==> src/rtl/sercom_rx_pkg.sv <==
package sercom_rx_pkg;

    localparam int DATA_MAX = 9;
    localparam int LEN_W    = 4;

    typedef enum logic [2:0] {
        ST_LINE,
        ST_START,
        ST_DATA,
        ST_PARITY,
        ST_STOP
    } rx_state_t;

    typedef struct packed {
        logic nine;
        logic par_en;
        logic ten;
    } rx_fmt_t;

    // Data bits per character for a given format.
    function automatic logic [LEN_W-1:0] data_len(rx_fmt_t f);
        if (f.nine && !(f.par_en && !f.ten))
            return LEN_W'(DATA_MAX);
        return LEN_W'(8);
    endfunction

    // Whole character length in bit periods (start + data + parity + stop).
    function automatic logic [LEN_W-1:0] frame_len(rx_fmt_t f);
        return data_len(f) + LEN_W'(2) + LEN_W'(f.par_en);
    endfunction

endpackage

==> src/rtl/sercom_rx_sync.sv <==
module sercom_rx_sync #(
    parameter int   STAGES  = 2,
    parameter logic RST_VAL = 1'b0
) (
    input  logic clk,
    input  logic rst,
    input  logic d,
    output logic q
);
    logic [STAGES-1:0] chain;

    always_ff @(posedge clk) begin
        if (rst)
            chain <= {STAGES{RST_VAL}};
        else
            chain <= {chain[STAGES-2:0], d};
    end

    assign q = chain[STAGES-1];
endmodule

==> src/rtl/sercom_rx_fsm.sv <==
module sercom_rx_fsm
    import sercom_rx_pkg::*;
#(
    parameter int OVS = 16
) (
    input  logic                clk,
    input  logic                rst,
    input  logic                tick,
    input  logic                rx_s,
    input  rx_fmt_t             fmt,
    input  logic                par_odd,
    output logic                ev_start,
    output logic                ev_bit,
    output logic                ev_stop,
    output logic                ev_line,
    output logic                ev_val,
    output logic [DATA_MAX-1:0] data_o,
    output logic                valid_o,
    output logic                perr_o,
    output logic                ferr_o
);
    localparam int PH_W = $clog2(OVS);
    localparam int NB_W = $clog2(DATA_MAX + 1);
    localparam logic [PH_W-1:0] PH_MID  = PH_W'(OVS / 2 - 1);
    localparam logic [PH_W-1:0] PH_LAST = PH_W'(OVS - 1);

    rx_state_t             state, nxt;
    logic [PH_W-1:0]       ph;
    logic [NB_W-1:0]       nbits;
    logic [DATA_MAX-1:0]   shreg;
    logic                  par_bit;
    logic                  rx_prev;
    logic [LEN_W-1:0]      dlen;
    logic                  at_mid, at_last, fall, last_data;
    logic [DATA_MAX-1:0]   word;
    logic                  exp_par;

    assign dlen      = data_len(fmt);
    assign at_mid    = tick && (ph == PH_MID);
    assign at_last   = tick && (ph == PH_LAST);
    assign fall      = tick && rx_prev && !rx_s;
    assign last_data = (nbits + 1'b1) == NB_W'(dlen);
    // Bits enter at the top, so a short character is right-aligned by shifting.
    assign word      = shreg >> (DATA_MAX - int'(dlen));
    assign exp_par   = (^word) ^ par_odd;

    // State register
    always_ff @(posedge clk) begin
        if (rst)
            state <= ST_LINE;
        else
            state <= nxt;
    end

    // Next-state logic
    always_comb begin
        nxt = state;
        unique case (state)
            ST_LINE:   if (fall)    nxt = ST_START;
            ST_START:  if (at_mid)  nxt = rx_s ? ST_LINE : ST_DATA;
            ST_DATA:   if (at_last && last_data)
                                    nxt = fmt.par_en ? ST_PARITY : ST_STOP;
            ST_PARITY: if (at_last) nxt = ST_STOP;
            ST_STOP:   if (at_last) nxt = ST_LINE;
            default:                nxt = ST_LINE;
        endcase
    end

    // Bit timing and shift datapath
    always_ff @(posedge clk) begin
        if (rst) begin
            ph      <= '0;
            nbits   <= '0;
            shreg   <= '0;
            par_bit <= 1'b0;
            rx_prev <= 1'b0;
        end else begin
            if (tick)
                rx_prev <= rx_s;
            if (state != nxt)
                ph <= '0;
            else if (tick)
                ph <= (ph == PH_LAST) ? '0 : ph + 1'b1;
            if (state == ST_START)
                nbits <= '0;
            else if (state == ST_DATA && at_last) begin
                nbits <= nbits + 1'b1;
                shreg <= {rx_s, shreg[DATA_MAX-1:1]};
            end
            if (state == ST_PARITY && at_last)
                par_bit <= rx_s;
        end
    end

    // Sampling events for the idle detector
    assign ev_start = (state == ST_START) && at_mid && !rx_s;
    assign ev_bit   = (state == ST_DATA || state == ST_PARITY) && at_last;
    assign ev_stop  = (state == ST_STOP) && at_last;
    assign ev_line  = (state == ST_LINE) && at_last && !fall;
    assign ev_val   = rx_s;

    // Output register
    always_ff @(posedge clk) begin
        if (rst) begin
            valid_o <= 1'b0;
            data_o  <= '0;
            perr_o  <= 1'b0;
            ferr_o  <= 1'b0;
        end else begin
            valid_o <= ev_stop;
            if (ev_stop) begin
                data_o <= word;
                perr_o <= fmt.par_en && (par_bit != exp_par);
                ferr_o <= !rx_s;
            end
        end
    end
endmodule

==> src/rtl/sercom_rx_idle.sv <==
module sercom_rx_idle
    import sercom_rx_pkg::*;
(
    input  logic    clk,
    input  logic    rst,
    input  rx_fmt_t fmt,
    input  logic    after_stop,
    input  logic    wake,
    input  logic    ev_start,
    input  logic    ev_bit,
    input  logic    ev_stop,
    input  logic    ev_line,
    input  logic    ev_val,
    output logic    idle_o
);
    logic [LEN_W-1:0] run, run_nx, run_inc, lim;
    logic             armed, count_frame, hit;

    assign lim         = frame_len(fmt);
    assign count_frame = !after_stop || wake;
    assign run_inc     = (run >= lim) ? run : run + 1'b1;

    always_comb begin
        run_nx = run;
        if (ev_start)
            run_nx = '0;
        else if (ev_bit || ev_stop)
            run_nx = (count_frame && ev_val) ? run_inc : '0;
        else if (ev_line)
            run_nx = ev_val ? run_inc : '0;
    end

    assign hit = armed && (run_nx == lim) && (run < lim);

    always_ff @(posedge clk) begin
        if (rst) begin
            run    <= '0;
            armed  <= 1'b0;
            idle_o <= 1'b0;
        end else begin
            run    <= run_nx;
            idle_o <= hit;
            if (ev_stop)
                armed <= 1'b1;
            else if (hit)
                armed <= 1'b0;
        end
    end
endmodule

==> src/rtl/sercom_rx.sv <==
module sercom_rx
    import sercom_rx_pkg::*;
#(
    parameter int OVS         = 16,
    parameter int SYNC_STAGES = 2
) (
    input  logic                clk,
    input  logic                rst,
    input  logic                os_tick,
    input  logic                rxd,
    input  logic                fmt_nine,
    input  logic                fmt_par_en,
    input  logic                fmt_par_odd,
    input  logic                fmt_ten,
    input  logic                idle_after_stop,
    input  logic                wake_idle,
    output logic [DATA_MAX-1:0] rx_data,
    output logic                rx_valid,
    output logic                rx_perr,
    output logic                rx_ferr,
    output logic                rx_idle
);
    rx_fmt_t fmt;
    logic    rx_s;
    logic    ev_start, ev_bit, ev_stop, ev_line, ev_val;

    assign fmt = '{nine: fmt_nine, par_en: fmt_par_en, ten: fmt_ten};

    sercom_rx_sync #(.STAGES(SYNC_STAGES), .RST_VAL(1'b0)) u_sync (
        .clk (clk),
        .rst (rst),
        .d   (rxd),
        .q   (rx_s)
    );

    sercom_rx_fsm #(.OVS(OVS)) u_fsm (
        .clk      (clk),
        .rst      (rst),
        .tick     (os_tick),
        .rx_s     (rx_s),
        .fmt      (fmt),
        .par_odd  (fmt_par_odd),
        .ev_start (ev_start),
        .ev_bit   (ev_bit),
        .ev_stop  (ev_stop),
        .ev_line  (ev_line),
        .ev_val   (ev_val),
        .data_o   (rx_data),
        .valid_o  (rx_valid),
        .perr_o   (rx_perr),
        .ferr_o   (rx_ferr)
    );

    sercom_rx_idle u_idle (
        .clk        (clk),
        .rst        (rst),
        .fmt        (fmt),
        .after_stop (idle_after_stop),
        .wake       (wake_idle),
        .ev_start   (ev_start),
        .ev_bit     (ev_bit),
        .ev_stop    (ev_stop),
        .ev_line    (ev_line),
        .ev_val     (ev_val),
        .idle_o     (rx_idle)
    );
endmodule

==> config.mk <==
export PLATFORM = sky130hd
export DESIGN_NAME = sercom_rx
export DESIGN_NICKNAME = d
export VERILOG_FILES = /design/src/rtl/sercom_rx_pkg.sv /design/src/rtl/sercom_rx_sync.sv /design/src/rtl/sercom_rx_fsm.sv /design/src/rtl/sercom_rx_idle.sv /design/src/rtl/sercom_rx.sv
export SDC_FILE = /design/constraint.sdc
export NUM_CORES = 1
export LEC_CHECK = 0
export BUFFER_PORTS_ARGS = -buffer_cell sky130_fd_sc_hd__buf_4
export CAP_MARGIN = 20
export CORE_MARGIN = 2
export CORE_UTILIZATION = 53
export DETAILED_ROUTE_END_ITERATION = 8
export GPL_TIMING_DRIVEN = 1
export PLACE_DENSITY = 0.75
export SETUP_SLACK_MARGIN = 0.1
export SLEW_MARGIN = 40
export SYNTH_ARGS = -nofsm -noshare
export SYNTH_HDL_FRONTEND = slang
export SYNTH_SLANG_ARGS = --single-unit
==> constraint.sdc <==
create_clock -name clk -period 2.6 [get_ports clk]
set_clock_uncertainty 0.05 [all_clocks]
set_input_delay 0.13 -clock clk [delete_from_list [all_inputs] [get_ports clk]]
set_output_delay 0.13 -clock clk [all_outputs]
set_load 0.03 [all_outputs]
After elaboration in Yosys (flattened, before gate mapping):

Index checks and enable logic that the tools add are counted.

* bits in registers: 42

* order comparisons: 2
* multiplexer cells: 20
* equal/unequal tests: 10
* reductions and logical operators: 33
* $add $sub $neg: 6
* shift-type cells: 1
* bitwise logic cells: 2

Operators with widths (number)
* $mux W4: 9
* $shr A9 B32 Y9: 1
* $logic_and A1 B1 Y1: 19
* $mux W3: 6
* $pmux W3 S5: 1
* $add A4 B1 Y4 const B: 3
* $reduce_xor A9 Y1: 1
* $eq A4 B4 Y1: 2
* $eq A3 B2 Y1 const B: 2
* $logic_not A1 Y1: 5
* $sub A4 B4 Y5 const A: 1
* $add A4 B1 Y4: 1
* $add A4 B2 Y4 const B: 1
* $eq A4 B3 Y1 const B: 1
* $eq A4 B4 Y1 const B: 1
* $ge A4 B4 Y1: 1
* $lt A4 B4 Y1: 1
* $reduce_or A2 Y1: 2
* $eq A3 B1 Y1 const B: 1
* $eq A3 B3 Y1 const B: 1
* $logic_not A3 Y1: 1
* $logic_or A1 B1 Y1: 3
* $mux W1: 3
* $ne A3 B3 Y1: 1
* 6 further kinds: 6

Logic depth before layout (Yosys ltp):

* depth after elaboration: 19
* mapped depth: 13
* depth with buffers taken out: 13

By module:

Synthesis repeated with hierarchy kept, for this count alone.

* cells, all modules: 298
* area total of the unflattened synthesis: 2527.4 µm²

Modules (own cells, without submodules)
* sercom_rx_fsm: area an instance 1769.2 µm², times used 1, cells each 205
* sercom_rx_idle: area an instance 705.7 µm², times used 1, cells each 89
* sercom_rx_sync: area an instance 52.6 µm², times used 1, cells each 4

Worst setup path before layout:

OpenSTA, ideal clock, no wires.

* path kind: input-to-reg
* start point: in fmt_ten
* end point: reg u_idle.idle_o
* data arrival time: 2.770 ns
* buffers on the path: 0
* setup slack: -0.280 ns
* required time: 2.490 ns
* stages: 12
* cells stage by stage: nand2b_1 nand2_1 clkinv_1 ha_1 ha_1 nand2b_1 a211o_1 a2111oi_2 a221oi_2 or2_1 mux2i_1 and3_1

* word-level cells in the longest chain between the ends: 17

RTL lines
* start: declaration: RTL line sercom_rx.sv:14 `input logic fmt_ten,`
* $logic_not A1 Y1 (*): RTL line sercom_rx_pkg.sv:22 `if (f.nine && !(f.par_en && !f.ten))`
* $logic_and A1 B1 Y1 (*): RTL line sercom_rx_pkg.sv:22
* $logic_not A1 Y1 (*): RTL line sercom_rx_pkg.sv:22
* $logic_and A1 B1 Y1 (*): RTL line sercom_rx_pkg.sv:22
* $mux W1 (*): RTL line sercom_rx_pkg.sv:22
* $mux W4 (*): RTL line sercom_rx_pkg.sv:24 `return LEN_W'(8);`
* $add A4 B2 Y4 (*): RTL line sercom_rx_pkg.sv:29 `return data_len(f) + LEN_W'(2) + LEN_W'(f.par_en);`
* $add A4 B1 Y4 (*): RTL line sercom_rx_pkg.sv:29
* $ge A4 B4 Y1: RTL line sercom_rx_idle.sv:21 `assign run_inc = (run >= lim) ? run : run + 1'b1;`
* $mux W4: RTL line sercom_rx_idle.sv:21
* $mux W4: RTL line sercom_rx_idle.sv:30 `run_nx = ev_val ? run_inc : '0;`
* $mux W4: RTL line sercom_rx_idle.sv:29 `else if (ev_line)`
* $mux W4: RTL line sercom_rx_idle.sv:27 `else if (ev_bit || ev_stop)`
* $mux W4: RTL line sercom_rx_idle.sv:25 `if (ev_start)`
* $eq A4 B4 Y1: RTL line sercom_rx_idle.sv:33 `assign hit = armed && (run_nx == lim) && (run < lim);`
* $logic_and A1 B1 Y1: RTL line sercom_rx_idle.sv:33
* $logic_and A1 B1 Y1 (*): RTL line sercom_rx_idle.sv:33
* end signal: assignment: RTL line sercom_rx_idle.sv:42 `idle_o <= hit;`
* end: declaration: RTL line sercom_rx_idle.sv:14 `output logic idle_o`

Mark *: on every way between the ends. The rest lies on a longest branch, timed or not.
A chain may end at the register's enable or synchronous reset.

Final worst setup path:

Same ends and word-level chain as after synthesis.

==> impl_metrics.ini <==
[place]
gp_congestion = 0.961
portBuffers = 22
dp_hpwl_um = 3840
dp_slack_ns = -0.0792
placedInstanceArea_um2 = 2690

[floorplanning]
io_pins = 23
start_util = 0.550
die_area_um2 = 5070
die_y_um = 71.2
core_area_um2 = 4350
die-width_um = 71.2
num_rows = 24

[yosys]
synth-edff-count = 0
synthTopCellsByCount = dfxtp_1 (42), nor2_1 (41), nand2_1 (37)
yosysMostFrequentCell = dfxtp_1
syn-num-nets = 304
synth_area_um2 = 2400
avgSynthCellArea_um2 = 8.35
synth_cell_type_count = 52
ys.flop_type = dfxtp_1
synth_area_leaders = dfxtp_1 (35%), mux2i_1 (6.7%), nor2_1 (6.4%)
netlist_instances = 287
synth_top_area_cell = dfxtp_1
synth_seq_cells = 42
synth_async_sr_flop_share = 0
yosysWarnings = 0
yosysTopAreaCellShare = 0.351
seq_area_frac_synth = 0.351

[finish]
syn_to_final_growth_pct = 17.5
drive_above_1_share = 0.187
antenna_cells = 0
fin_area_um2 = 2820
nets = 332
fillCellCount = 366

[detailed_routing]
drc_errors = 0
drt-total-wl_um = 5360
ant_nets = 0
num_vias = 2110
viasPerCell = 5.73
wl_per_cell_um = 14.6
drtIter0Drc = 176
first_pass_iters = 4

[cts]
post_cts_buffers = 0
clk_pin_slew_ns = 0.08
clock_path_buffers = 2
cts_hold_buf = 0
cts_max_level = 2
cts.sinks = 42
clock-root-buffer = clkbuf_8
clk_latency_ns = 0.30
cts_tree = built
numCtsBuffers = 5
cts-resized-gates = 0

[worst_setup_path]
critPathKind = primary input to flip-flop
cp_data_arrival_time_ns = 2.66
cp.required_ns = 2.79
max_stage_delay_ns = 0.45
cp_max_fo = 3
cpMaxStageDelayCell = a2111oi_0
endpoint_kind = flip-flop
start_kind = primary input
cp_num_buf_inv = 2
path_cells = buf_4 -> nand2b_4 -> nand2_4 -> clkinv_4 -> ha_1 -> ha_1 -> nand2b_4 -> a2111oi_0 -> nand3b_1 -> a21oi_1 -> o22ai_1 -> mux2i_1 -> and3_1
crit_family = compound AO/OA/AOI/OAI gates

[status]
status = complete, no violations

[sta]
setup_viol = 0
tightest_slew_ns = 0.572
worst_slack_ns = 0.133
slew_viol_final = 0
hold_viol_final = 0
min_period_ns = 2.47
clock.fmax_ghz = 0.405
fin_crit_sh = 0.949
max_slew_margin = 0.615

[pwr]
totalPowerFinal_mw = 1.18
power_density_nw_per_um2 = 417
combPwrFrac = 0.082
peakVddDrop_mv = 0.301
swShare = 0.251
power_frac_seq = 0.555
p_leak_nw = 1.06
internal_power_mw = 0.881
pwr-share-clk = 0.363
power_switching_mw = 0.295

[global_route]
grt_overflow = 0
first_global_vias = 1924
grt_pass1_wl_um = 8980
grt_max_degree = 34
grt_use_total = 0.222
grt_antenna_before_repair = 0

[worst_hold_path]
hp-class = primary input to flip-flop

[flow_run]
drv_cap = 0
-- logic make-up (layout without fill, tap and decap cells) --
family                   after synthesis  in the layout  share of synthesized area
buffers and inverters                 25             54                     0.0470
XOR/XNOR                              16             16                     0.0585
multiplexers                          16             16                     0.0668
adder cells (fa/ha/maj)                7              7                     0.0366
AND/OR/NAND/NOR                      120            120                      0.243
flip-flops                            42             42                      0.351
AO/OA/AOI/OAI                         61             61                      0.197
-- metal layers --
metal / track usage / wire (µm)
met5: 0 / 0
met4: 0.0901 / 63
met3: 0.0492 / 249
met2: 0.351 / 2660
met1: 0.296 / 2380
-- cells in the final DEF (no fill, tap or decap), types with 7 or more instances in the layout --
cell type / Yosys / routed
nand3_1: 8 / 8
inv_1: 10 / 10
xnor2_1: 12 / 12
nor2_1: 41 / 41
a21oi_1: 11 / 11
o21ai_0: 11 / 11
mux2i_1: 16 / 16
buf_4: 1 / 35
dfxtp_1: 42 / 42
ha_1: 7 / 7
nand2_1: 37 / 36
a311oi_1: 10 / 10
-- worst reg2reg max path, delay by kind of cell (launching register included) --
kind,cells,cell delay (ns)
muxes,1,0.27
adders and majority gates,1,0.32
and+or+nand+nor,3,0.53
AOI/OAI and AO/OA,3,0.77
buffers and inverters,1,0.09
DFF,1,0.37
-- layout make-up --
class,instances,area [µm²],share of cell area
Multi-Input combinational cell,220,1510,0.537
Sequential cell,42,841,0.299
Timing Repair Buffer,35,263,0.0933
Clock buffer,5,68.8,0.0244
Tap cell,52,65.1,0.0231
Inverter,11,46.3,0.0164
Clock inverter,3,21.3,0.00755
-- path summary, 6_finish.rpt --
kind	cells after the start	from	end	slack (ns)
setup / recovery	13	fmt_ten	u_idle.idle_o$_SDFF_PP0_	0.13
hold / removal	2	rxd	u_sync.chain[0]$_SDFF_PP0_	0.04
setup reg to reg	9	u_idle.run[0]$_SDFF_PP0_	u_idle.idle_o$_SDFF_PP0_	0.16
hold reg to reg	1	u_sync.chain[0]$_SDFF_PP0_	u_sync.chain[1]$_SDFF_PP0_	0.40
-- through the flow --
stage               setup TNS, ns  instances  hold slack (ns)   util
global placement                0        360            0.293  0.617
detailed placement         -0.148        360            0.348  0.617
global route               -0.129        368           0.0214  0.647
floorplan                       0        287            0.208      -
finish                          0        368           0.0378  0.647
CTS                             0        368           0.0377  0.637
-- power by group through the flow --
stage               clock network (mW)  logic (mW)  registers, mW
floorplan                            0      0.0575          0.665
global placement                     0      0.0866          0.668
detailed placement                   0      0.0891          0.668
CTS                              0.438      0.0896          0.653
global route                     0.465       0.105          0.654
finish                           0.426      0.0962          0.653
-- registers in the layout (all words and copies together), names as in the netlist --
register / cells
u_fsm.perr_o: 1
u_fsm.data_o: 9
u_fsm.state: 3
u_sync.chain: 2
u_fsm.par_bit: 1
u_idle.run: 4
u_fsm.valid_o: 1
u_idle.idle_o: 1
u_idle.armed: 1
u_fsm.nbits: 4
u_fsm.ferr_o: 1
u_fsm.rx_prev: 1
u_fsm.ph: 4
u_fsm.shreg: 9
Power figures use the tool's default switching activity.
